<file path="src/rtl/wdt_pkg.sv">
package wdt_pkg;

  // Positions inside the 32-bit register word.
  localparam int BIT_ENABLE  = 16;
  localparam int BIT_RSTEN   = 17;
  localparam int BIT_SYSSEL  = 18;
  localparam int BIT_FAILEN  = 19;
  localparam int BIT_STATUS  = 20;
  localparam int BIT_RESTART = 21;
  localparam int BIT_CLRFLAG = 22;
  localparam int REG_LSB     = 16;
  localparam int REG_MSB     = 23;

  // Strobes from the control side to the counter datapath.
  typedef struct packed {
    logic run;
    logic restart;
  } cntCmd_t;

  // Software-owned control bits.
  typedef struct packed {
    logic failEn;
    logic sysSel;
    logic rstEn;
    logic enable;
  } ctrlBits_t;

endpackage

</file>
<file path="src/rtl/wdt_count.sv">
module wdt_count
  import wdt_pkg::*;
#(
  parameter int TIMEOUT_CYCLES = 1024
) (
  input  logic    clk,
  input  logic    rstN,
  input  cntCmd_t cmd,
  output logic    expire
);

  localparam int CNT_W = $clog2(TIMEOUT_CYCLES + 1);
  localparam logic [CNT_W-1:0] CNT_CAP  = CNT_W'(TIMEOUT_CYCLES);
  localparam logic [CNT_W-1:0] CNT_LAST = CNT_W'(TIMEOUT_CYCLES - 1);

  logic [CNT_W-1:0] cntQ;
  logic [CNT_W-1:0] cntD;

  // The expiry event fires on the edge that moves the count onto the cap.
  assign expire = cmd.run && !cmd.restart && (cntQ == CNT_LAST);

  always_comb begin
    cntD = cntQ;
    if (!cmd.run) begin
      cntD = '0;
    end else if (cmd.restart) begin
      cntD = '0;
    end else if (cntQ != CNT_CAP) begin
      cntD = cntQ + 1'b1;
    end
  end

  always_ff @(posedge clk) begin
    if (!rstN) begin
      cntQ <= '0;
    end else begin
      cntQ <= cntD;
    end
  end

  AST_IDLE_WHEN_OFF: assert property (@(posedge clk) disable iff (!rstN)
    !cmd.run |=> (cntQ == '0));
  AST_RESTART_ZEROES: assert property (@(posedge clk) disable iff (!rstN)
    cmd.restart |=> (cntQ == '0));
  AST_SATURATE: assert property (@(posedge clk) disable iff (!rstN)
    (cmd.run && !cmd.restart && cntQ == CNT_CAP) |=> (cntQ == CNT_CAP));
  AST_NO_OVERFLOW: assert property (@(posedge clk) disable iff (!rstN)
    cntQ <= CNT_CAP);
  AST_EXPIRE_PULSE: assert property (@(posedge clk) disable iff (!rstN)
    expire |=> !expire);

endmodule

</file>
<file path="src/rtl/wdt_regs.sv">
module wdt_regs
  import wdt_pkg::*;
(
  input  logic        clk,
  input  logic        rstN,
  input  logic        wrEn,
  input  logic [7:0]  wrByte,
  input  logic        expire,
  output cntCmd_t     cmd,
  output logic [31:0] rdData,
  output logic        sysResetOut,
  output logic        localResetOut,
  output logic        boardFailOut
);

  localparam int OFF_ENABLE  = BIT_ENABLE  - REG_LSB;
  localparam int OFF_RSTEN   = BIT_RSTEN   - REG_LSB;
  localparam int OFF_SYSSEL  = BIT_SYSSEL  - REG_LSB;
  localparam int OFF_FAILEN  = BIT_FAILEN  - REG_LSB;
  localparam int OFF_STATUS  = BIT_STATUS  - REG_LSB;
  localparam int OFF_RESTART = BIT_RESTART - REG_LSB;
  localparam int OFF_CLRFLAG = BIT_CLRFLAG - REG_LSB;

  ctrlBits_t ctrlQ;
  logic      statusQ;
  logic      clearReq;
  logic      statusD;
  logic [7:0] regByte;

  assign clearReq    = wrEn && wrByte[OFF_CLRFLAG];
  assign cmd.run     = ctrlQ.enable;
  assign cmd.restart = wrEn && wrByte[OFF_RESTART];

  // Expiry takes precedence over a clear arriving on the same edge.
  always_comb begin
    statusD = statusQ;
    if (expire) begin
      statusD = 1'b1;
    end else if (clearReq) begin
      statusD = 1'b0;
    end
  end

  always_ff @(posedge clk) begin
    if (!rstN) begin
      ctrlQ   <= '0;
      statusQ <= 1'b0;
    end else begin
      statusQ <= statusD;
      if (wrEn) begin
        ctrlQ.enable <= wrByte[OFF_ENABLE];
        ctrlQ.rstEn  <= wrByte[OFF_RSTEN];
        ctrlQ.sysSel <= wrByte[OFF_SYSSEL];
        ctrlQ.failEn <= wrByte[OFF_FAILEN];
      end
    end
  end

  always_comb begin
    regByte              = '0;
    regByte[OFF_ENABLE]  = ctrlQ.enable;
    regByte[OFF_RSTEN]   = ctrlQ.rstEn;
    regByte[OFF_SYSSEL]  = ctrlQ.sysSel;
    regByte[OFF_FAILEN]  = ctrlQ.failEn;
    regByte[OFF_STATUS]  = statusQ;
    rdData               = '0;
    rdData[REG_MSB:REG_LSB] = regByte;
  end

  assign localResetOut = statusQ && ctrlQ.rstEn;
  assign sysResetOut   = statusQ && ctrlQ.rstEn && ctrlQ.sysSel;
  assign boardFailOut  = statusQ && ctrlQ.failEn;

  AST_EXPIRE_SETS_FLAG: assert property (@(posedge clk) disable iff (!rstN)
    expire |=> statusQ);
  AST_FLAG_STICKY: assert property (@(posedge clk) disable iff (!rstN)
    (statusQ && !clearReq) |=> statusQ);
  AST_FLAG_NO_SELF_SET: assert property (@(posedge clk) disable iff (!rstN)
    (!statusQ && !expire) |=> !statusQ);
  AST_EXPIRE_BEATS_CLEAR: assert property (@(posedge clk) disable iff (!rstN)
    (expire && clearReq) |=> statusQ);
  AST_SYS_CARRIES_LOCAL: assert property (@(posedge clk) disable iff (!rstN)
    sysResetOut |-> localResetOut);
  AST_QUIET_WITHOUT_FLAG: assert property (@(posedge clk) disable iff (!rstN)
    !statusQ |-> (!boardFailOut && !localResetOut && !sysResetOut));
  AST_NO_EXPIRE_WHEN_OFF: assert property (@(posedge clk) disable iff (!rstN)
    !ctrlQ.enable |-> !expire);

endmodule

</file>
<file path="src/rtl/wdt_top.sv">
module wdt_top
  import wdt_pkg::*;
#(
  parameter int TIMEOUT_CYCLES = 1024
) (
  input  logic        clk,
  input  logic        rstN,
  input  logic        regWrEn,
  input  logic [31:0] regWrData,
  output logic [31:0] regRdData,
  output logic        sysResetOut,
  output logic        localResetOut,
  output logic        boardFailOut
);

  cntCmd_t cntCmd;
  logic    cntExpire;
  logic    unusedWrBits;

  assign unusedWrBits = ^{regWrData[31:REG_MSB+1], regWrData[REG_LSB-1:0]};

  wdt_regs u_regs (
    .clk           (clk),
    .rstN          (rstN),
    .wrEn          (regWrEn),
    .wrByte        (regWrData[REG_MSB:REG_LSB]),
    .expire        (cntExpire),
    .cmd           (cntCmd),
    .rdData        (regRdData),
    .sysResetOut   (sysResetOut),
    .localResetOut (localResetOut),
    .boardFailOut  (boardFailOut)
  );

  wdt_count #(
    .TIMEOUT_CYCLES (TIMEOUT_CYCLES)
  ) u_count (
    .clk    (clk),
    .rstN   (rstN),
    .cmd    (cntCmd),
    .expire (cntExpire)
  );

endmodule

</file>
<file path="config.mk">
export PLATFORM = sky130hd
export DESIGN_NAME = wdt_top
export DESIGN_NICKNAME = d
export VERILOG_FILES = /design/src/rtl/wdt_pkg.sv /design/src/rtl/wdt_count.sv /design/src/rtl/wdt_regs.sv /design/src/rtl/wdt_top.sv
export SDC_FILE = /design/constraint.sdc
export NUM_CORES = 1
export LEC_CHECK = 0
export BUFFER_PORTS_ARGS = -buffer_cell sky130_fd_sc_hd__buf_2
export CAP_MARGIN = 10
export CORE_AREA = 4 4 64 66
export CTS_CLUSTER_SIZE = 20
export DETAILED_ROUTE_END_ITERATION = 8
export DIE_AREA = 0 0 68 70
export GPL_ROUTABILITY_DRIVEN = 1
export HOLD_SLACK_MARGIN = 0.02
export PLACE_DENSITY = 0.7
export SYNTH_ARGS = -nofsm -noshare
export SYNTH_HDL_FRONTEND = slang
export SYNTH_SLANG_ARGS = --single-unit
</file>
<file path="constraint.sdc">
create_clock -name clk -period 3.9 [get_ports clk]
set_input_delay 0.195 -clock clk [delete_from_list [all_inputs] [get_ports clk]]
set_output_delay 0.195 -clock clk [all_outputs]
set_load 0.01 [all_outputs]
</file>
==> impl_metrics.csv, run 1 <==
group,metric,value,unit
outcome,status,"complete, no violations",
die,core-area,0.00358,mm²
setup_path,cp-end-kind,"flip-flop",
die,die-area,0.00476,mm²
finish,layout.nets,166,
detailed_routing,vias,748,
setup_path,startpoint,"u_count.cntQ[0]$_SDFFE_PP0P_",
setup_path,r2r_start,"u_count.cntQ[0]$_SDFFE_PP0P_",
finish,area_growth,4.67,%
synth,syn_avg_cell_area,8.93,µm²
detailed_routing,avgViaCountPerCell,4.25,
clock_network,htreeDepth,1,
synth,syn-cell-area,0.00102,mm²
finish,diodes,0,
sta,fin_crit_sh,0.384,
clock_network,cts_tree,"done",
setup_path,r2r-end,"u_count.cntQ[10]$_SDFFE_PP0P_",
setup_path,crit_arrival,1.71,ns
global_route,gr-usage-all-layers,0.0717,
sta,rsz0062_at_grt,"false",
sta,setup-tns-final,0,ns
clock_network,ctsResizeCount,0,
sta,hold_viol,0,
clock_network,numCtsBuffers,3,
setup_path,reg2reg_depth,4,
synth,synth-edff-count,0,
synth,yosys_most_used_dff,"dfxtp_1",
setup_path,worst-setup-path-type,"reg2reg",
die,num_io_pins,70,
synth,synth_cells,114,
die,die_x,68,µm
die,std_cell_rows,22,
detailed_routing,wl_met2,838,µm
power,pwr_density_cell,287,mW/mm²
global_route,grt_pass1_wl,2.72,mm
detailed_routing,drt_iter0_markers,32,
finish,layout-drive-gt1-share,0.203,
clock_network,clock-sinks,16,
detailed_routing,highest_layer,"met4",
detailed_routing,antenna_left,0,
power,power,0.000306,W
synth,ys_warn_count,0,
detailed_routing,wl_met1,720,µm
sta,layout_min_cycle_time,1.50,ns
setup_path,required,4.11,ns
synth,synthDistinctLibCells,35,
clock_network,post_cts_buffers,0,
sta,worst_slack,2.40,ns
power,power.leakage,0.439,nW
synth,yosysTopAreaCell,"dfxtp_1",
sta,finalSetupViolations,0,
placement,port_buffers,16,
flow_run,drv_cap,0,
placement,gp_congestion,0.717,
global_route,antenna_found_initial,0,
placement,hpwl,1.34,mm
synth,yosysTopAreaCellShare,0.314,
setup_path,start_kind,"flip-flop",
placement,place_ws,2.41,ns
sta,finClkSkew,0.00175,ns
global_route,grt_max_degree,13,
global_route,grt_overflow,0,
setup_path,r2r_setup_slack,2.40,ns
detailed_routing,wl_met3,72,µm
detailed_routing,avgRoutedWirePerCell,9.47,µm
clock_network,clock_tree.root_cell,"clkbuf_4",
detailed_routing,drc,0,
clock_network,ctsHoldBuffers,0,
die,start_util,0.285,
hold_path,hold_class,"in2reg",
synth,yosysSeqAreaShare,0.314,
global_route,grt_pass1_vias,650,
power,ir_drop,77.5,µV
sta,max_freq,667,MHz
setup_path,crit_fanout,6,
synth,synth_common_cells,"28 x buf_4, 16 x dfxtp_1, 6 x mux2i_1, 6 x nand3_1",
sta,maxSlewViolCount,0,
detailed_routing,routed_wl,1.67,mm
synth,yosysMostFrequentCell,"buf_4",
synth,synth_area_leaders,"dfxtp_1 31%, buf_4 21%, mux2i_1 5.9%",
die,die_h,70,µm
synth,synth_async_sr_flop_share,0,
clock_network,clkTransAtPathRegs,0.09,ns
synth,ys_seq_elements,16,
clock_network,clock_latency,0.28,ns
sta,whs,0.170,ns
clock_network,cts_buffer_depth,2,
detailed_routing,dr.pass1.iters,4,
setup_path,endpoint,"u_count.cntQ[10]$_SDFFE_PP0P_",
area by class of cell:
class | count | area, µm²
fill | 395 | 2510
sequential | 16 | 320
multi-input combinational | 90 | 562
clock buffer | 4 | 36.3
timing repair buffer | 16 | 80.1
tap | 48 | 60.1
inverter | 2 | 7.51
where the power goes:
part	switching, W	internal, W
clock network	0.0000505	0.0000567
registers	0.00000313	0.000166
logic	0.0000214	0.00000845
registers in the layout, summed over array words and instances (netlist names):
signal and flops:
u_count.cntQ 11, u_regs.rdData 3, u_regs.cmd 1, u_regs.statusQ 1
worst min-delay path by stage:
stage             startpoint                              to  slack, ns  cells after the start
6_report       regWrData[17]  u_regs.rdData[17]$_SDFFE_PN0P_       0.17                      3
5_1_grt        regWrData[17]  u_regs.rdData[17]$_SDFFE_PN0P_       0.17                      3
2_1_floorplan           rstN     u_regs.statusQ$_SDFFE_PN0P_       0.36                      2
3_3_place_gp   regWrData[17]  u_regs.rdData[17]$_SDFFE_PN0P_       0.45                      3
3_5_place_dp   regWrData[17]  u_regs.rdData[17]$_SDFFE_PN0P_       0.47                      3
4_1_cts        regWrData[17]  u_regs.rdData[17]$_SDFFE_PN0P_       0.17                      3
critical path, cell delays in order (launching register included):
cell	delay [ns]
dfxtp_1	0.44
ha_1	0.29
nand3_1	0.14
or4_1	0.42
a21oi_1	0.15
stage by stage:
| step | instance area (µm²) | util | cells |
|---|---|---|---|
| 6_report | 1070 | 0.298 | 176 |
| 5_1_grt | 1070 | 0.298 | 176 |
| 4_1_cts | 1070 | 0.298 | 176 |
| 3_5_place_dp | 1030 | 0.288 | 172 |
| 3_3_place_gp | 1030 | 0.288 | 172 |
| 2_1_floorplan | 1120 | - | 140 |
metal layers:
| layer | vias up | global-route usage |
|---|---|---|
| met5 | - | 0 |
| met4 | 0 | 0.0530 |
| met3 | 2 | 0.00482 |
| li1 | 379 | - |
| met2 | 19 | 0.113 |
| met1 | 348 | 0.0881 |
layout by cell type (no fill, tap or decap), types with 3 or more instances in the layout:
cell      netlist  routed
buf_2           1      16
clkbuf_4        0       3
nand2_1         5       5
conb_1          1      27
dfxtp_1        16      16
nand4_1         5       5
o21ai_0         4       4
nand3_1         6       6
a21oi_1         3       3
mux2i_1         6       6
nor2b_1         4       4
or3_1           3       3
kinds of logic (layout without fill, tap and decap cells):
logic type	count (synthesis)	in the layout	share of synthesized area
simple gates	39	39	0.260
buf+inv	34	22	0.230
flops	16	16	0.314
compound gates	14	14	0.0909
mux	6	6	0.0590
fa+ha+maj	2	2	0.0246
xor+xnor	2	2	0.0172
other cells	1	27	0.00368
Note: power is estimated with default switching activity, not from simulation.
==> run 2, diff against run 1 <==
clock period = 1.5 ns   (was 3.9 ns; I/O delays follow)
==> impl_metrics.csv, run 2 (synthesis results as in run 1) <==
group,metric,value,unit
die,std_cell_rows,22,
power,pwr_density_cell,736,mW/mm²
setup_path,crit_fanout,9,
power,intPower,0.000604,W
power,netSwitchingPower,0.000212,W
finish,layout.nets,171,
global_route,grt_max_degree,13,
setup_path,max_stage_delay,0.51,ns
placement,hpwl,1.44,mm
finish,layout_commonest_cell,"conb_1",
finish,seq_area,323,µm²
placement,postPlaceCellArea,0.00107,mm²
finish,largest_reg_flops,11,
finish,diodes,0,
setup_path,crit_arrival,1.62,ns
power,power.leakage,0.461,nW
power,ir_drop,203,µV
die,core-area,0.00358,mm²
die,num_io_pins,70,
clock_network,clock_tree.root_cell,"clkbuf_4",
clock_network,clock-sinks,16,
clock_network,cts_tree,"done",
setup_path,required,1.72,ns
finish,regMostFlops,"u_count.cntQ",
power,p_comb_frac,0.102,
setup_path,cp_slowest_cell,"or4_4",
setup_path,start_kind,"flip-flop",
setup_path,crit_chain,"nand4_4, or4_4, a211oi_2",
detailed_routing,antenna_left,0,
placement,port_buffers,16,
global_route,grt_overflow,0,
power,power_frac_clock,0.361,
detailed_routing,routed_wl,1.82,mm
die,die-area,0.00476,mm²
sta,whs,0.0372,ns
global_route,grt_pass1_vias,638,
outcome,status,"complete, no violations",
sta,max_freq,714,MHz
finish,area_growth,8.84,%
sta,layout_min_cycle_time,1.40,ns
global_route,gr-usage-all-layers,0.0769,
clock_network,clock_latency,0.29,ns
die,start_util,0.285,
die,die_h,70,µm
detailed_routing,drc,0,
setup_path,worst-setup-path-type,"reg2reg",
global_route,grt_pass1_wl,2.86,mm
sta,finClkSkew,0.000770,ns
sta,maxSlewViolCount,0,
placement,gp_congestion,0.736,
sta,fin_crit_sh,0.934,
die,die_x,68,µm
clock_network,cts_buffer_depth,2,
sta,finalSetupViolations,0,
sta,hold_viol,0,
finish,multiInputGateArea,564,µm²
power,pwr-share-seq,0.537,
power,power,0.000816,W
detailed_routing,vias,766,
finish,final_cell_mix,"27 x conb_1, 16 x buf_2, 14 x dfxtp_1, 6 x nand3_1, 6 x mux2i_1",
sta,rsz0062_at_grt,"false",
setup_path,cp-end-kind,"flip-flop",
global_route,antenna_found_initial,0,
hold_path,hold_class,"in2reg",
clock_network,numCtsBuffers,3,
clock_network,clkTransAtPathRegs,0.10,ns
detailed_routing,drt_iter0_markers,52,
flow_run,drv_cap,0,
finish,layout-drive-gt1-share,0.256,
clock_network,htreeDepth,1,
detailed_routing,avgViaCountPerCell,4.23,
finish,fillers,394,
power,switching_share,0.260,
detailed_routing,avgRoutedWirePerCell,10.0,µm
sta,setup-tns-final,0,ns
detailed_routing,dr.pass1.iters,4,
finish,stdcell_area,0.00111,mm²
[run 2: cell count changes in the layout (fill, tap and decap cells not counted)]
cell	previous run	this run
dfxtp_2	0	2
ha_1	2	1
buf_4	0	5
dfxtp_1	16	14
ha_2	0	1
[run 2: worst paths after layout]
| kind | start | endpoint | slack [ns] | depth (start not counted) |
|---|---|---|---|---|
| min | regWrData[17] | u_regs.rdData[17]$_SDFFE_PN0P_ | 0.04 | 3 |
| max | u_count.cntQ[4]$_SDFFE_PP0P_ | u_count.cntQ[9]$_SDFFE_PP0P_ | 0.1 | 3 |
| min reg2reg | u_count.cntQ[8]$_SDFFE_PP0P_ | u_count.cntQ[8]$_SDFFE_PP0P_ | 0.52 | 2 |
| max reg2reg | u_count.cntQ[4]$_SDFFE_PP0P_ | u_count.cntQ[9]$_SDFFE_PP0P_ | 0.1 | 3 |
[run 2: worst max-delay path, delay by kind of cell (launching register included)]
family           cells  cell delay (ns)
AO/OA/AOI/OAI        1             0.20
flip-flops           1             0.45
AND/OR/NAND/NOR      2             0.67
[run 2: repair_timing]
| item | 4_1_cts | 5_1_grt |
|---|---|---|
| gates resized for setup | 0 | 3 |
| setup endpoints to repair | 0 | 3 |
| buffers inserted | 0 | 0 |
| hold buffers | 0 | 0 |
[run 2: power by group through the flow]
stage	registers, W	clock network (W)	logic [W]
floorplan	0.000450	0	0.000108
global placement	0.000447	0	0.0000809
detailed placement	0.000448	0	0.0000821
CTS	0.000438	0.000301	0.0000821
global route	0.000439	0.000313	0.0000933
finish	0.000438	0.000295	0.0000832
[run 2: final cells by class]
type	count	area share
multi-input combinational	90	0.509
timing repair buffer	21	0.106
clock buffer	4	0.0327
inverter	2	0.00677
tap	48	0.0542
sequential	16	0.291
[run 2: per-layer routing]
layer | up-vias | GRT usage | share of wire
met5 | - | 0 | 0
met4 | 0 | 0.0530 | 0.023
met3 | 4 | 0.00965 | 0.049
met2 | 21 | 0.115 | 0.50
met1 | 353 | 0.0998 | 0.43
li1 | 388 | - | -
[run 2: through the flow]
stage          std cells  setup WS (ns)   util
2_1_floorplan        140          0.153      -
3_3_place_gp         177         0.0855  0.298
3_5_place_dp         177         0.0349  0.298
4_1_cts              181         0.0343  0.308
5_1_grt              181        0.00179  0.310
6_report             181         0.0996  0.310
==> run 3, diff against run 2 <==
==> constraint.sdc (replaced) <==
create_clock -name clk -period 1.5 [get_ports clk]
set_input_delay 0.45 -clock clk [delete_from_list [all_inputs] [get_ports clk]]
set_output_delay 0.45 -clock clk [all_outputs]
set_load 0.01 [all_outputs]
==> impl_metrics.csv, run 3 (synthesis results as in run 1) <==
group,metric,value,unit
finish,fillers,395,
clock_network,numCtsBuffers,3,
die,die-area,0.00476,mm²
power,pwr-share-seq,0.537,
die,std_cell_rows,22,
finish,stdcell_area,0.00113,mm²
sta,max_freq,704,MHz
clock_network,clock_latency,0.30,ns
sta,maxSlewViolCount,0,
clock_network,post_cts_buffers,0,
power,ir_drop,260,µV
detailed_routing,avgViaCountPerCell,4.24,
power,p_comb_frac,0.105,
finish,diodes,0,
clock_network,ctsHoldBuffers,0,
finish,largest_reg_flops,11,
setup_path,worst-setup-path-type,"reg2out",
global_route,grt_pass1_wl,2.90,mm
global_route,grt_pass1_vias,677,
global_route,gr-usage-all-layers,0.0792,
sta,finalSetupViolations,0,
placement,postPlaceCellArea,0.00109,mm²
sta,whs,0.404,ns
finish,layout-drive-gt1-share,0.272,
sta,finClkSkew,0.00265,ns
sta,hold_viol,0,
global_route,grt_max_degree,12,
sta,fin_crit_sh,0.948,
outcome,status,"complete, no violations",
power,power_frac_clock,0.358,
sta,rsz0062_at_grt,"false",
flow_run,drv_cap,0,
finish,final_cell_mix,"27 x conb_1, 16 x buf_2, 14 x dfxtp_1, 8 x buf_4",
hold_path,hold_class,"in2reg",
global_route,antenna_found_initial,0,
placement,port_buffers,16,
clock_network,clock-sinks,16,
placement,hpwl,1.45,mm
die,die_x,68,µm
power,power.leakage,0.475,nW
global_route,grt_overflow,0,
power,netSwitchingPower,0.000212,W
setup_path,cp-end-kind,"primary output",
setup_path,crit_arrival,0.97,ns
placement,gp_congestion,0.740,
clock_network,htreeDepth,1,
detailed_routing,antenna_left,0,
finish,layout_commonest_cell,"conb_1",
power,pwr_density_cell,725,mW/mm²
clock_network,clkTransAtPathRegs,0.09,ns
detailed_routing,drc,0,
finish,layout.nets,174,
die,num_io_pins,70,
setup_path,required,1.05,ns
detailed_routing,drt_iter0_markers,46,
die,core-area,0.00358,mm²
detailed_routing,vias,780,
clock_network,cts_buffer_depth,2,
sta,setup-tns-final,0,ns
clock_network,clock_tree.root_cell,"clkbuf_4",
power,intPower,0.000608,W
finish,utilization,0.316,
finish,area_growth,11.1,%
die,start_util,0.285,
detailed_routing,avgRoutedWirePerCell,10.2,µm
power,switching_share,0.259,
clock_network,cts_tree,"done",
setup_path,crit_fanout,5,
setup_path,start_kind,"flip-flop",
sta,layout_min_cycle_time,1.42,ns
clock_network,ctsResizeCount,0,
detailed_routing,dr.pass1.iters,2,
finish,regMostFlops,"u_count.cntQ",
die,die_h,70,µm
detailed_routing,routed_wl,1.88,mm
run 3: final timing paths:
kind | slack, ns | cells after the start | from | endpoint
setup / recovery | 0.08 | 2 | u_regs.statusQ$_SDFFE_PN0P_ | sysResetOut
hold / removal | 0.40 | 3 | regWrData[17] | u_regs.rdData[17]$_SDFFE_PN0P_
setup reg to reg | 0.09 | 4 | u_count.cntQ[0]$_SDFFE_PP0P_ | u_count.cntQ[8]$_SDFFE_PP0P_
hold reg to reg | 0.51 | 2 | u_count.cntQ[10]$_SDFFE_PP0P_ | u_count.cntQ[10]$_SDFFE_PP0P_
run 3: area by class of cell:
| class | count | area [µm²] | share of cell area |
|---|---|---|---|
| well taps | 48 | 60.1 | 0.0531 |
| clock buffers | 4 | 36.3 | 0.0321 |
| multi-input cells | 90 | 564 | 0.499 |
| repair buffers | 24 | 140 | 0.124 |
| inverters | 2 | 7.51 | 0.00664 |
| flip-flops and latches | 16 | 323 | 0.285 |
run 3: metal layers:
layer,vias up,part of all wire,wire length [µm],global-route usage
met5,-,0,0,0
met4,0,0.037,70,0.0795
met3,4,0.050,94,0.00482
met2,23,0.49,916,0.119
met1,357,0.42,795,0.0941
li1,396,-,-,-
run 3: worst max-delay path, stage by stage (launching register included):
cell,delay (ns)
dfxtp_1,0.39
and3_1,0.17
buf_2,0.12
run 3: per-stage QoR:
step	total power (W)	cells	setup WS (ns)
finish	0.000820	184	0.0787
global route	0.000850	184	0.00686
CTS	0.000831	184	0.0506
detailed placement	0.000535	180	0.0706
global placement	0.000533	180	0.101
floorplan	0.000558	140	0.141
run 3: power by group through the flow:
stage / clock, W / combinational, W / sequential (W)
after detailed placement: 0 / 0.0000846 / 0.000450
final: 0.000294 / 0.0000861 / 0.000440
after CTS: 0.000306 / 0.0000846 / 0.000441
after floorplan: 0 / 0.000108 / 0.000450
after global routing: 0.000313 / 0.0000955 / 0.000442
after global placement: 0 / 0.0000837 / 0.000450
